`src/rtl/wiper_step_engine.sv`:
```
module wiper_step_engine #(
  parameter int TAP_BITS = 6,
  parameter int POT_BITS = 1
) (
  input  logic                clk,
  input  logic                rst_n,
  input  logic                scl_i,
  input  logic                sda_i,
  input  logic                step_en_i,
  input  logic [POT_BITS-1:0] pot_i,
  input  logic [TAP_BITS-1:0] wiper_i,
  output logic                active_o,
  output logic [POT_BITS-1:0] pot_o,
  output logic                inc_o,
  output logic                dec_o
);
  localparam logic [TAP_BITS-1:0] TOP_TAP = '1;
  localparam logic [TAP_BITS-1:0] LOW_TAP = '0;

  logic scl_q, sda_q;
  logic scl_rise, stop_seen, at_top, at_low;

  assign scl_rise  = scl_i & ~scl_q;
  assign stop_seen = scl_i & scl_q & sda_i & ~sda_q;
  assign at_top    = (wiper_i == TOP_TAP);
  assign at_low    = (wiper_i == LOW_TAP);

  always_ff @(posedge clk) begin
    if (!rst_n) begin
      scl_q    <= 1'b1;
      sda_q    <= 1'b1;
      active_o <= 1'b0;
      pot_o    <= '0;
      inc_o    <= 1'b0;
      dec_o    <= 1'b0;
    end else begin
      scl_q <= scl_i;
      sda_q <= sda_i;
      inc_o <= active_o & scl_rise &  sda_i & ~at_top;
      dec_o <= active_o & scl_rise & ~sda_i & ~at_low;
      if (step_en_i) begin
        active_o <= 1'b1;
        pot_o    <= pot_i;
      end else if (stop_seen) begin
        active_o <= 1'b0;
      end
    end
  end
endmodule

```
`config.mk`:
```
export PLATFORM = sky130hd
export DESIGN_NAME = wiper_step_engine
export DESIGN_NICKNAME = d
export VERILOG_FILES = /design/src/rtl/wiper_step_engine.sv
export SDC_FILE = /design/constraint.sdc
export NUM_CORES = 1
export LEC_CHECK = 0
export ABC_AREA = 0
export CORE_AREA = 2 2 39 41
export CTS_CLUSTER_DIAMETER = 60
export DETAILED_ROUTE_END_ITERATION = 7
export DIE_AREA = 0 0 41 43
export DONT_BUFFER_PORTS = 1
export GPL_TIMING_DRIVEN = 0
export RECOVER_POWER = 50
export SLEW_MARGIN = 20
export SYNTH_ARGS = -nofsm -noshare
export SYNTH_HDL_FRONTEND = slang
export SYNTH_SLANG_ARGS = --single-unit
```
`constraint.sdc`:
```
create_clock -name clk -period 1 [get_ports clk]
set_input_delay 0.1 -clock clk [delete_from_list [all_inputs] [get_ports clk]]
set_output_delay 0.1 -clock clk [all_outputs]
set_load 0.01 [all_outputs]
```
After elaboration in Yosys (flattened, before gate mapping)
Cells that the tools add are included.
- output and inout port bits: 4
- input bits: 12
- bits in registers: 6
- multiplexer cells: 2
- equality and inequality tests: 1
- bitwise operators: 14
- reduce and logical (&&, ||, !) cells: 2
- operator list (operator ; number):
    1-bit bitwise AND ; 9
    6-bit equality test, second input constant ; 1
    6-bit logical NOT ; 1
    1-bit inverter ; 5
    1-bit 2-to-1 mux ; 2
    2-bit nonzero test ; 1

Depth between registers and ports, before layout
- word-level depth: 5
- gate-level depth with buffers: 2
- depth with buffers taken out: 2

Worst setup path before layout
OpenSTA, ideal clock, no wires.
- path type: register to register
- start: reg active_o
- end: reg inc_o
- buffers on the path: 0
- clock period less this slack: 0.805 ns
- library setup time: 0.091 ns
- stages on the path, launching flop included: 3
- setup slack: 0.195 ns
- arrival time: 0.714 ns
- cells stage by stage: dfxtp_1 -> nand4b_1 -> a311oi_1
- longest elaborated chain between the ends: 3
- RTL lines (item ; line ; RTL):
    start: declaration ; 12 ; output logic active_o,
    start signal: assignment ; 32 ; active_o <= 1'b0;
    start signal: assignment ; 42 ; active_o <= 1'b1;
    start signal: assignment ; 45 ; active_o <= 1'b0;
    1-bit bitwise AND (3 in series) ; 39 ; inc_o <= active_o & scl_rise & sda_i & ~at_top;
    end signal: assignment ; 39 ;
    end: declaration ; 14 ; output logic inc_o,
Every way passes these cells.
A chain may end at the register's enable or synchronous reset.

Worst setup path in the final report
Ends and elaborated chain as after synthesis.

==> impl_metrics.py <==
metrics = {
    "floorplan": {
        "floorplan.core_area_mm2": 0.00138,
        "die-area_mm2": 0.00176,
        "overall_die_height_um": 43,
        "floorplan.die.width_um": 41,
        "initial_utilization": 0.157,
        "num_rows": 14,
        "design.portCount": 16,
    },
    "finish": {
        "fill_cells": 155,
        "num_antenna_cells": 0,
        "syn2layout_area_growth_pct": 47.1,
        "post-route-util": 0.231,
        "final_cells": 46,
        "drive_above_1_share": 0.100,
        "total_area_of_sequential_cells_um2": 120,
        "highest_count_cells_in_the_layout_ignoring_fill_and_taps": "sky130_fd_sc_hd__dfxtp_1, sky130_fd_sc_hd__dlygate4sd3_1, sky130_fd_sc_hd__nand2_1, sky130_fd_sc_hd__clkbuf_4",
        "multi_input_gate_area_um2": 93.8,
        "finish.net_count": 44,
    },
    "yosys": {
        "avgSynthCellArea_um2": 10.4,
        "post_synth_inst_count": 21,
        "yosys.cell_count.top_type": "sky130_fd_sc_hd__dfxtp_1",
        "synth.yosys.seq_area_share": 0.552,
        "post-synth-top-area-cell": "sky130_fd_sc_hd__dfxtp_1",
        "syn_area_um2": 218,
        "synth_common_cells": "sky130_fd_sc_hd__dfxtp_1, sky130_fd_sc_hd__nand2_1",
        "yosys_warning_total": 0,
        "yosys_most_used_dff": "sky130_fd_sc_hd__dfxtp_1",
        "synth_enable_flop_cells": 0,
        "asyncSetResetFlopFracSynth": 0,
        "ys_types": 14,
        "synth.top_cells.by_area": "sky130_fd_sc_hd__dfxtp_1, sky130_fd_sc_hd__nand2_1, sky130_fd_sc_hd__and4b_1",
        "synth_fp_nets": 33,
        "yosys.area.top_type_share": 0.552,
        "ys_ff_latch": 6,
    },
    "place": {
        "gp_routability_congestion": 0.644,
        "numPortBuffers": 0,
        "dp_hpwl_um": 401,
        "place.detailed.instances": 37,
        "pre_cts_slack_ns": 0.106,
    },
    "route": {
        "routed_wl_um": 522,
        "drc_errors": 0,
        "drt_pass1_iterations": 3,
        "routedWlPerCell_um": 11.3,
        "drtAntennaViolNets": 0,
        "drt-vias-per-instance": 4.43,
        "num_vias": 204,
        "detailedRoute.firstIterationViolations": 1,
    },
    "clocking": {
        "cts_max_path_buffers": 2,
        "cts_tree": "done",
        "cts_root_buf": "sky130_fd_sc_hd__clkbuf_4",
        "clk_pin_slew_worst_paths_ns": 0.04,
        "tritoncts_num_sinks": 6,
        "cts_bufs_inserted": 3,
        "clk-insertion-delay-late_ns": 0.24,
        "cts-htree-levels": 1,
        "postCtsSetupRepairBufs": 0,
    },
    "sta": {
        "drv_slew": 0,
        "maxClockFrequency_mhz": 1120,
        "worst_slew_pin_slew_ns": 0.243,
        "endpoints_failing_setup": 0,
        "finalHoldViolCount": 0,
        "worst_clock_skew_ns": 0.000177,
        "slew-limit-headroom": 0.836,
        "final.min_clock_period_ns": 0.892,
        "grt_setup_unrepaired": "false",
        "setup-tns-final_ns": 0,
        "final.period_utilization": 0.892,
        "post-route-worst-setup-slack_ns": 0.108,
    },
    "global_routing": {
        "via_count_of_the_first_global_routing_pass": 204,
        "number_of_antenna_violations_at_the_first_check_in_global_routing": 0,
        "remaining_global_route_overflow": 0,
        "globalRouteTotalUtil": 0.0734,
        "largest_net_degree_at_the_start_of_global_routing": 5,
        "global_route_wire_length_before_repair_um": 786,
    },
    "hold_path": {
        "min_path_type": "input port to flip-flop",
    },
    "outcome": {
        "status": "complete, no violations",
    },
    "critical_path": {
        "required_ns": 1.15,
        "cp-start-kind": "flip-flop",
        "critPathKind": "flip-flop to flip-flop",
        "worst-path-max-fanout": 3,
        "cp_data_arrival_time_ns": 1.04,
        "critical_path.endpoint_type": "flip-flop",
    },
    "job": {
        "max_cap_viol_count": 0,
    },
    "pwr": {
        "power_density_mw_per_mm2": 1610,
        "worst_ir_drop_vdd_mv": 0.404,
        "power_leakage_nw": 0.126,
    },
}
-- final timing paths --
| path | startpoint | end | slack, ns | depth (start not counted) |
|---|---|---|---|---|
| worst min-delay path | rst_n | active_o | 0.01 | 2 |
| worst min register to register | active_o | active_o | 0.53 | 2 |
| worst max-delay path | active_o | inc_o | 0.11 | 2 |
| worst max register to register | active_o | inc_o | 0.11 | 2 |
-- through the flow --
step	hold slack, ns	area, um^2	power, mW
after floorplan	0.169	218	0.279
after CTS	0.00675	320	0.527
final	0.0104	320	0.516
after global routing	0.00289	320	0.549
after detailed placement	0.176	238	0.283
after global placement	0.174	238	0.282
-- critical path, stage by stage (launching register included) --
cell and delay (ns):
sky130_fd_sc_hd__dfxtp_1 0.40, sky130_fd_sc_hd__nand4b_1 0.15, sky130_fd_sc_hd__a311oi_1 0.25
-- metal layers --
metal / up-vias / wire length, um / GRT usage
met5: - / 0 / 0
li1: 96 / - / -
met3: 2 / 64 / 0.0524
met2: 9 / 253 / 0.106
met4: 0 / 17 / 0.0600
met1: 97 / 186 / 0.0645
-- sequential cells by signal, indices dropped and copies added (netlist names) --
| signal | cells |
|---|---|
| sda_q | 1 |
| pot_o | 1 |
| scl_q | 1 |
| dec_o | 1 |
| active_o | 1 |
| inc_o | 1 |
-- cell type report --
type                            count  share of cell area
Sequential cell                     6               0.375
Multi-Input combinational cell     14               0.293
Timing Repair Buffer                6               0.188
Clock buffer                        3              0.0703
Tap cell                           16              0.0625
Inverter                            1              0.0117
-- cells by family (layout without fill, tap and decap cells) --
kind of cell,count (synthesis),in the layout,share of synthesized area
flip-flops,6,6,0.552
AND/OR/NAND/NOR,10,10,0.287
AO/OA/AOI/OAI,3,3,0.0977
buffers and inverters,1,10,0.0172
multiplexers,1,1,0.0460
-- repair_timing --
item / in CTS / in global routing
hold endpoints to repair: 6 / 0
hold buffers: 6 / 0
endpoints found under the setup margin: 0 / 0
resized for setup: 0 / 0
-- power by group --
part	internal, mW	switching, mW	total [mW]
sequential	0.252	0.00935	0.261
combinational	0.0261	0.0112	0.0374
clock	0.135	0.0828	0.218
total	0.413	0.103	0.516
Note: power is estimated with default switching activity, not from simulation.
